==> config.mk <==
export PLATFORM = sky130hd
export DESIGN_NAME = smb_idle_watch
export DESIGN_NICKNAME = d
export VERILOG_FILES = /design/src/rtl/smb_idle_pkg.sv /design/src/rtl/smb_line_sync.sv /design/src/rtl/smb_idle_fsm.sv /design/src/rtl/smb_stop_flags.sv /design/src/rtl/smb_idle_watch.sv
export SDC_FILE = /design/constraint.sdc
export NUM_CORES = 1
export LEC_CHECK = 0
export ABC_AREA = 1
export BUFFER_PORTS_ARGS = -buffer_cell sky130_fd_sc_hd__buf_2
export CORE_MARGIN = 4
export CORE_UTILIZATION = 50
export DETAILED_ROUTE_END_ITERATION = 10
export GPL_TIMING_DRIVEN = 0
export PLACE_DENSITY = 0.73
export SETUP_SLACK_MARGIN = 0.4
export SYNTH_ARGS = -nofsm -noshare
export SYNTH_HDL_FRONTEND = slang
export SYNTH_SLANG_ARGS = --single-unit
==> constraint.sdc <==
create_clock -name clk -period 1.7 [get_ports clk]
set_input_delay 0.085 -clock clk [delete_from_list [all_inputs] [get_ports clk]]
set_output_delay 0.085 -clock clk [all_outputs]
set_load 0.005 [all_outputs]
==> src/rtl/smb_idle_pkg.sv <==
package smb_idle_pkg;
    typedef enum logic [1:0] {
        ST_BUSY  = 2'd0,
        ST_COUNT = 2'd1,
        ST_FREE  = 2'd2
    } idle_state_e;
endpackage

==> src/rtl/smb_line_sync.sv <==
module smb_line_sync #(
    parameter int WIDTH  = 2,
    parameter int STAGES = 2   // must be 2 or more
) (
    input  logic             clk,
    input  logic             rst_n,
    input  logic [WIDTH-1:0] d,
    output logic [WIDTH-1:0] q
);
    logic [STAGES-1:0][WIDTH-1:0] chain_q;

    always_ff @(posedge clk or negedge rst_n) begin
        if (!rst_n) chain_q <= '0;
        else        chain_q <= {chain_q[STAGES-2:0], d};
    end

    assign q = chain_q[STAGES-1];
endmodule

==> src/rtl/smb_idle_fsm.sv <==
module smb_idle_fsm
    import smb_idle_pkg::*;
#(
    parameter int TICK_LIMIT = 10,
    localparam int CW = $clog2(TICK_LIMIT + 1)
) (
    input  logic clk,
    input  logic rst_n,
    input  logic line_idle,
    input  logic free_en,
    input  logic src_tick,
    output logic timeout_fire,
    output logic bus_free
);
    idle_state_e state_q, state_d;
    logic [CW-1:0] cnt_q, cnt_d;
    logic          stay_idle;

    always_ff @(posedge clk or negedge rst_n) begin
        if (!rst_n) begin
            state_q <= ST_BUSY;
            cnt_q   <= '0;
        end else begin
            state_q <= state_d;
            cnt_q   <= cnt_d;
        end
    end

    always_comb begin
        stay_idle    = line_idle && free_en;
        state_d      = state_q;
        cnt_d        = cnt_q;
        timeout_fire = 1'b0;
        unique case (state_q)
            ST_BUSY: begin
                cnt_d = '0;
                if (stay_idle) state_d = ST_COUNT;
            end
            ST_COUNT: begin
                if (!stay_idle) begin
                    state_d = ST_BUSY;
                    cnt_d   = '0;
                end else if (src_tick) begin
                    if (cnt_q == CW'(TICK_LIMIT)) begin
                        timeout_fire = 1'b1;
                        state_d      = ST_FREE;
                    end else begin
                        cnt_d = cnt_q + 1'b1;
                    end
                end
            end
            ST_FREE: begin
                if (!stay_idle) begin
                    state_d = ST_BUSY;
                    cnt_d   = '0;
                end
            end
            default: begin
                state_d = ST_BUSY;
                cnt_d   = '0;
            end
        endcase
    end

    always_comb begin
        bus_free = (state_q == ST_FREE);
    end

    AST_CNT_BOUND: assert property (@(posedge clk) disable iff (!rst_n)
        cnt_q <= CW'(TICK_LIMIT));
    AST_FREE_ON_TICK: assert property (@(posedge clk) disable iff (!rst_n)
        $rose(bus_free) |-> $past(src_tick && line_idle));
    AST_LOW_DROPS: assert property (@(posedge clk) disable iff (!rst_n)
        !line_idle |=> (state_q == ST_BUSY));
    AST_EN_OFF: assert property (@(posedge clk) disable iff (!rst_n)
        !free_en |=> !bus_free);
    AST_FIRE_FREES: assert property (@(posedge clk) disable iff (!rst_n)
        timeout_fire |=> bus_free);
    AST_FREE_NO_FIRE: assert property (@(posedge clk) disable iff (!rst_n)
        bus_free |-> !timeout_fire);
endmodule

==> src/rtl/smb_stop_flags.sv <==
module smb_stop_flags (
    input  logic clk,
    input  logic rst_n,
    input  logic timeout_fire,
    input  logic line_idle,
    input  logic addr_hit,
    input  logic stop_seen,
    input  logic flag_clr,
    output logic stop_flag,
    output logic irq_flag
);
    logic stop_q, irq_q, done_q;
    logic stop_d, irq_d, done_d;

    always_ff @(posedge clk or negedge rst_n) begin
        if (!rst_n) begin
            stop_q <= 1'b0;
            irq_q  <= 1'b0;
            done_q <= 1'b0;
        end else begin
            stop_q <= stop_d;
            irq_q  <= irq_d;
            done_q <= done_d;
        end
    end

    always_comb begin
        stop_d = stop_q;
        irq_d  = irq_q;
        if (stop_seen) begin
            stop_d = 1'b1;
            irq_d  = 1'b1;
        end else begin
            if (flag_clr) begin
                stop_d = 1'b0;
                irq_d  = 1'b0;
            end
            if (timeout_fire) begin
                if (stop_q) begin
                    stop_d = 1'b0;
                end else if (!done_q && addr_hit) begin
                    stop_d = 1'b1;
                    irq_d  = 1'b1;
                end
            end
        end
        // remembers a real STOP until the bus sees activity again
        if (stop_seen)      done_d = 1'b1;
        else if (!line_idle) done_d = 1'b0;
        else                done_d = done_q;
    end

    assign stop_flag = stop_q;
    assign irq_flag  = irq_q;

    AST_IRQ_STICKY: assert property (@(posedge clk) disable iff (!rst_n)
        irq_q && !flag_clr |=> irq_q);
    AST_PEND_CLEAR: assert property (@(posedge clk) disable iff (!rst_n)
        timeout_fire && stop_q && !stop_seen |=> !stop_q);
    AST_PEND_IRQ_KEEP: assert property (@(posedge clk) disable iff (!rst_n)
        timeout_fire && stop_q && !stop_seen && !flag_clr |=> irq_q == $past(irq_q));
    AST_SERVICED_QUIET: assert property (@(posedge clk) disable iff (!rst_n)
        timeout_fire && !stop_q && done_q && !stop_seen |=> !stop_q);
    AST_STOP_SETS: assert property (@(posedge clk) disable iff (!rst_n)
        stop_seen |=> stop_q && irq_q);
endmodule

==> src/rtl/smb_idle_watch.sv <==
module smb_idle_watch #(
    parameter int TICK_LIMIT  = 10,
    parameter int SYNC_STAGES = 2
) (
    input  logic clk,
    input  logic rst_n,
    input  logic scl_in,
    input  logic sda_in,
    input  logic src_tick,
    input  logic free_en,
    input  logic addr_hit,
    input  logic stop_seen,
    input  logic flag_clr,
    output logic bus_free,
    output logic stop_flag,
    output logic irq_flag
);
    logic [1:0] lines_s;
    logic       line_idle;
    logic       timeout_fire;

    smb_line_sync #(.WIDTH(2), .STAGES(SYNC_STAGES)) u_sync (
        .clk (clk),
        .rst_n (rst_n),
        .d   ({sda_in, scl_in}),
        .q   (lines_s)
    );

    assign line_idle = &lines_s;

    smb_idle_fsm #(.TICK_LIMIT(TICK_LIMIT)) u_fsm (
        .clk          (clk),
        .rst_n        (rst_n),
        .line_idle    (line_idle),
        .free_en      (free_en),
        .src_tick     (src_tick),
        .timeout_fire (timeout_fire),
        .bus_free     (bus_free)
    );

    smb_stop_flags u_flags (
        .clk          (clk),
        .rst_n        (rst_n),
        .timeout_fire (timeout_fire),
        .line_idle    (line_idle),
        .addr_hit     (addr_hit),
        .stop_seen    (stop_seen),
        .flag_clr     (flag_clr),
        .stop_flag    (stop_flag),
        .irq_flag     (irq_flag)
    );

    AST_RESET_QUIET: assert property (@(posedge clk)
        !rst_n |-> !bus_free && !stop_flag && !irq_flag);
endmodule

==> results_dict.tcl, run 1 <==
set metrics [dict create \
    cp_max_fo 5 \
    tightest_slew_ns 0.284 \
    h-tree-depth 1 \
    wl_microns 1220 \
    final_cell_mix "nand2_1 (19), dfrtp_1 (13), buf_2 (11)" \
    setup_viol_count_final 0 \
    post-synth-top-area-fraction_pct 50.0 \
    slew_viol_final 0 \
    finalSetupTns_ns 0 \
    status "finished, final reports clean" \
    cp.required_ns 1.85 \
    gp_congestion 0.828 \
    cts_inserted_buffers 3 \
    postRouteAntennaNets 0 \
    yosys.area.top_type "dfrtp_1" \
    synth_seq_cells 13 \
    overflow 0 \
    drc 0 \
    maxSlewHeadroom_pct 81.1 \
    firstDrtPassIters 4 \
    fin_nets 111 \
    die_w_microns 44.1 \
    grt_pass1_vias 511 \
    die_h_microns 44.1 \
    p_seq_share_pct 58.5 \
    synth_cell_type_count 16 \
    combPwrFrac_pct 8.6 \
    yosys-top-cells-area "dfrtp_1 (50%), nand2_1 (12%), nand3_1 (7.7%)" \
    cts_buffer_depth 2 \
    avgSynthCellArea_sq_um 8.45 \
    clk_pin_slew_ns 0.08 \
    tritoncts "done" \
    end_kind "flip-flop" \
    synth_cells 77 \
    clkLatencyLatePin_ns 0.27 \
    io_pins 12 \
    cts-root-buf "clkbuf_4" \
    cap_violations 0 \
    grt_max_degree 14 \
    area_growth_pct 29.8 \
    netlist_area_sq_um 651 \
    rsz0062_at_grt "false" \
    initialDrtViolationCount 15 \
    rows 12 \
    r2r_cells 6 \
    synth_fp_nets 88 \
    hold_depth 3 \
    worstSetupPathType "reg -> reg" \
    period_needed_ns 1.25 \
    grt_pass1_wl_microns 2140 \
    dpl.hpwl_microns 844 \
    switching_share_pct 22.4 \
    wl_per_cell_microns 10.8 \
    diodes 0 \
    ys_warn_count 0 \
    port_buffers 11 \
    p_clk_share_pct 32.9 \
    clkSinkCount 13 \
    placedCellCount 102 \
    drive_gt1_share_pct 35.4 \
    grt_usage_pct 15.3 \
    cellPowerDensity_nw_per_um2 662 \
    power.static_leakage_uw 0.000489 \
    fp.coreArea_sq_um 1170 \
    internal_power_uw 434 \
    antenna_found_initial 0 \
    dieArea_sq_um 1940 \
    vias 549 \
    p_sw_uw 125 \
    finClkSkew_ns 0.00923 \
    post-route-period-util_pct 73.7 \
    start_kind "flip-flop" \
    final_cell_count_no_fill 113 \
    ir_drop_uv 511 \
    hold_viol 0 \
    fmax_ghz 0.798 \
    layout_commonest_cell "nand2_1" \
    seq_area_frac_synth_pct 50.0 \
    fin_util_pct 72.1 \
    cp.arrival_ns 1.40 \
    viasPerCell 4.86 \
    hold_path_class "in -> reg" \
    floorplan.initialDensity_pct 55.6 \
]
[per-layer routing]
metal	vias up	GRT usage (%)	share of wire [%]
met5	-	0	0
met2	19	23.0	51
met1	247	19.0	43
met3	2	3.66	5.2
li1	281	-	-
met4	0	10.8	0.82
[sequential cells by signal, summed over array words and instances (netlist names)]
| register | flops |
|---|---|
| u_sync.q | 2 |
| u_flags.irq_flag | 1 |
| u_sync.chain_q | 2 |
| u_fsm.cnt_q | 4 |
| u_flags.done_q | 1 |
| u_fsm.state_q | 2 |
| u_flags.stop_flag | 1 |
[cell families after synthesis]
group | count (synthesis) | share of synthesized area (%)
adder cells (fa/ha/maj) | 2 | 3.85
XOR/XNOR | 1 | 1.35
flip-flops | 13 | 50.0
buffers and inverters | 14 | 8.27
AND/OR/NAND/NOR | 47 | 36.5
[timing repair]
item / CTS / global route
cloned: 0 / 0
setup endpoints to repair: 3 / 5
pin swaps: 0 / 3
buffers inserted: 1 / 3
hold endpoints to repair: 15 / 0
resized for setup: 1 / 9
hold buffers: 3 / 0
[worst paths after layout]
path	from	end	slack [ns]
setup / recovery	u_fsm.cnt_q[1]	u_flags.stop_flag	0.45
hold / removal	stop_seen	u_flags.done_q	0.04
setup reg to reg	u_fsm.cnt_q[1]	u_flags.stop_flag	0.45
hold reg to reg	u_sync.chain_q[0]	u_sync.q[0]	0.36
max in group asynchronous	rst_n	u_flags.irq_flag	1.25
min in group asynchronous	rst_n	u_fsm.state_q[1]	0.22
[power by group through the flow]
stage | combinational [uW] | clock (uW) | sequential (uW)
6_report | 48.1 | 184 | 327
5_1_grt | 55.8 | 206 | 328
4_1_cts | 47.6 | 201 | 327
3_5_place_dp | 41.6 | 0 | 333
3_3_place_gp | 41.0 | 0 | 332
2_1_floorplan | 19.7 | 0 | 332
[synthesized netlist by cell type]
master	number
nor2_2	1
nand2_2	5
inv_1	12
ha_1	2
nand4_1	2
clkinv_2	1
nor2_1	4
nor2_4	1
nand3_1	10
nand3b_1	2
inv_2	1
nand2_1	20
dfrtp_1	13
xnor2_1	1
nand2_4	1
nand3_2	1
[area by class of cell]
class,count,area [sq um]
multi-input cells,50,307
repair buffers,18,115
well taps,14,17.5
fillers,93,327
flip-flops and latches,13,325
clock buffers,4,26.3
inverters,14,53.8
[critical path, stage by stage, from the launching register on]
cell and delay, ns:
dfrtp_1 0.46, ha_4 0.18, nand2_4 0.05, nor2_4 0.16, nand3_1 0.14, nand2_1 0.09
nand3_1 0.06
[per-stage QoR]
step	power, uW	instance area, sq um	hold WS, ns	setup WS [ns]
2_1_floorplan	352	651	-0.211	0.510
3_3_place_gp	373	723	-0.0168	0.422
3_5_place_dp	375	723	-0.0182	0.383
4_1_cts	575	792	0.0154	0.457
5_1_grt	591	845	0.0454	0.379
6_report	559	845	0.0402	0.447
No activity file was read; power rests on OpenSTA's default activity.
==> inputs of run 2 (changes only) <==
--- a/config.mk
+++ b/config.mk
@@ -5,7 +5,7 @@
 export SDC_FILE = /design/constraint.sdc
 export NUM_CORES = 1
 export LEC_CHECK = 0
-export ABC_AREA = 1
+export ABC_AREA = 0
 export BUFFER_PORTS_ARGS = -buffer_cell sky130_fd_sc_hd__buf_2
 export CORE_MARGIN = 4
 export CORE_UTILIZATION = 50
==> constraint.sdc (replaced) <==
create_clock -name clk -period 1.2 [get_ports clk]
set_input_delay 0.06 -clock clk [delete_from_list [all_inputs] [get_ports clk]]
set_output_delay 0.06 -clock clk [all_outputs]
set_load 0.005 [all_outputs]
==> results_dict.tcl, run 2 <==
set metrics [dict create \
    grtUsageMet2_pct 33.4 \
    synth_seq_cells 13 \
    fp.coreArea_sq_um 1170 \
    maxSlewHeadroom_pct 81.2 \
    post-route-period-util_pct 116 \
    grt_pass1_vias 610 \
    r2r_cells 6 \
    rows 12 \
    synth_fp_nets 69 \
    fmax_ghz 0.721 \
    grt_pass1_wl_microns 2650 \
    p_sw_uw 196 \
    yosys-top-cells-area "dfrtp_1 (50%), ha_1 (3.8%), nand4_1 (3.8%)" \
    clkLatencyLatePin_ns 0.28 \
    postRouteAntennaNets 0 \
    viasPerCell 5.62 \
    area_growth_pct 45.4 \
    ir_drop_uv 724 \
    p_clk_share_pct 32.3 \
    whs_ns 0.0329 \
    netlist_top_cells_count "dfrtp_1 (13), inv_1 (5), nand4_1 (4), nand2_1 (3), nand3_1 (3)" \
    clk_pin_slew_ns 0.08 \
    layout_commonest_cell "dfrtp_1" \
    io_pins 12 \
    met1_usage_pct 22.0 \
    largest_reg_flops 4 \
    fin_nets 102 \
    grt_usage_pct 18.7 \
    firstDrtPassIters 4 \
    power.static_leakage_uw 0.000437 \
    crit_start "u_fsm.cnt_q[0]" \
    port_buffers 11 \
    hp-start "stop_seen" \
    max_stage_delay_ns 0.39 \
    p_seq_share_pct 55.7 \
    overflow 0 \
    combPwrFrac_pct 12.0 \
    period_needed_ns 1.39 \
    h-tree-depth 1 \
    hold_viol 0 \
    avgSynthCellArea_sq_um 11.2 \
    setup_viol_count_final 6 \
    drive_gt1_share_pct 44.4 \
    violations "negative setup slack" \
    final_cell_mix "dfrtp_1 (12), buf_2 (11), buf_4 (9)" \
    cp_max_fo 6 \
    initialDrtViolationCount 16 \
    rsz0062_at_grt "true" \
    post-synth-top-area-fraction_pct 50.0 \
    worstSetupPathDepth 6 \
    synth_adder_area_share_pct 3.85 \
    synth.most_common_cell "dfrtp_1" \
    cts_inserted_buffers 3 \
    synth_xor_area_share_pct 1.35 \
    gp_congestion 0.868 \
    finClkSkew_ns 0.00513 \
    netlist_area_sq_um 651 \
    cts-root-buf "clkbuf_4" \
    endpoint "u_flags.stop_flag" \
    crit_family "flip-flops" \
    synthArstFlopShare_pct 100 \
    clkSinkCount 13 \
    grt_max_degree 14 \
    synthSimpleGateAreaFrac_pct 23.1 \
    status "finished with violations" \
    cts_buffer_depth 2 \
    antenna_found_initial 0 \
    synth_cells 58 \
    die_w_microns 44.1 \
    yosys.area.top_type "dfrtp_1" \
    wl_microns 1690 \
    vias 584 \
    rrSetupSlack_ns -0.19 \
    synth_top_family_by_area "simple AND/OR/NAND/NOR gates" \
    switching_share_pct 23.5 \
    slew_viol_final 0 \
    synth-edff-count 0 \
    dieArea_sq_um 1940 \
    fin_util_pct 80.8 \
    die_h_microns 44.1 \
    end_kind "flip-flop" \
    crit_chain "inv_1 > ha_2 > and3b_1 > buf_6 > a311oi_2 > a311o_1" \
    floorplan.initialDensity_pct 55.6 \
    worstSetupPathType "reg -> reg" \
    grt-busiest-layer "met2" \
    p_total_uw 833 \
    tightest_slew_ns 0.282 \
    grt_use_met3_pct 3.66 \
    synth_cell_type_count 28 \
    synth-main-ff-cell "dfrtp_1" \
    regMostFlops "u_fsm.cnt_q" \
    dpl_worst_slack_ns -0.247 \
    finalSetupTns_ns -0.682 \
    diodes 0 \
    tritoncts "done" \
    slowest_stage "dfrtp_1" \
    r2r-end "u_flags.stop_flag" \
    cp.arrival_ns 1.55 \
    path_buf_inv 2 \
    start_kind "flip-flop" \
    setup_slack_ns -0.186 \
    internal_power_uw 638 \
    wl_per_cell_microns 16.3 \
    synth_compound_area_share_pct 15.4 \
    dpl.hpwl_microns 1000 \
    cap_violations 0 \
    hold_path_class "in -> reg" \
    cellPowerDensity_nw_per_um2 881 \
    seq_area_frac_synth_pct 50.0 \
    drc 0 \
    ys_warn_count 0 \
    cp.required_ns 1.36 \
    muxShareOfSynthArea_pct 0 \
    rr_startpoint "u_fsm.cnt_q[0]" \
]
-- run 2: cell type report --
type,count,area [sq um]
timing repair buffer,28,206
clock buffer,4,26.3
fill,70,225
sequential,13,327
buffer,2,22.5
inverter,5,18.8
multi-input combinational,38,328
tap,14,17.5
-- run 2: power groups by stage --
| stage | Combinational (uW) | Sequential [uW] | Clock (uW) |
|---|---|---|---|
| finish | 100 | 464 | 269 |
| global route | 110 | 465 | 299 |
| CTS | 89.7 | 462 | 274 |
| detailed placement | 62.6 | 472 | 0 |
| global placement | 59.7 | 470 | 0 |
| floorplan | 27.2 | 470 | 0 |
-- run 2: metrics by stage --
step / cells / area (sq um)
after floorplan: 58 / 656
after global placement: 83 / 728
after detailed placement: 83 / 728
after CTS: 101 / 887
after global routing: 104 / 946
final: 104 / 946
-- run 2: cells by family after synthesis --
group           after synthesis
compound gates               12
xor+xnor                      1
fa+ha+maj                     2
buf+inv                       7
flops                        13
simple gates                 23
-- run 2: routing by layer --
layer,up-vias,wire length (microns)
met2,16,887
met3,2,76
met5,-,0
li1,278,-
met1,288,711
met4,0,15
-- run 2: worst min path at each step --
stage | to | slack (ns) | cells after the start
3_3_place_gp | u_fsm.state_q[0] | -0.05 | 1
4_1_cts | u_flags.stop_flag | 0.01 | 2
3_5_place_dp | u_fsm.state_q[0] | -0.04 | 1
2_1_floorplan | u_flags.done_q | -0.24 | 0
5_1_grt | u_flags.stop_flag | 0.03 | 2
6_report | u_flags.stop_flag | 0.03 | 2
-- run 2: what timing repair did --
action | 4_1_cts | 5_1_grt
pin swaps | 3 | 5
resized for setup | 4 | 7
hold buffers | 5 | 0
buffers inserted | 9 | 3
gates cloned | 0 | 0
endpoints found under the hold margin | 16 | 0
setup endpoints to repair | 11 | 12
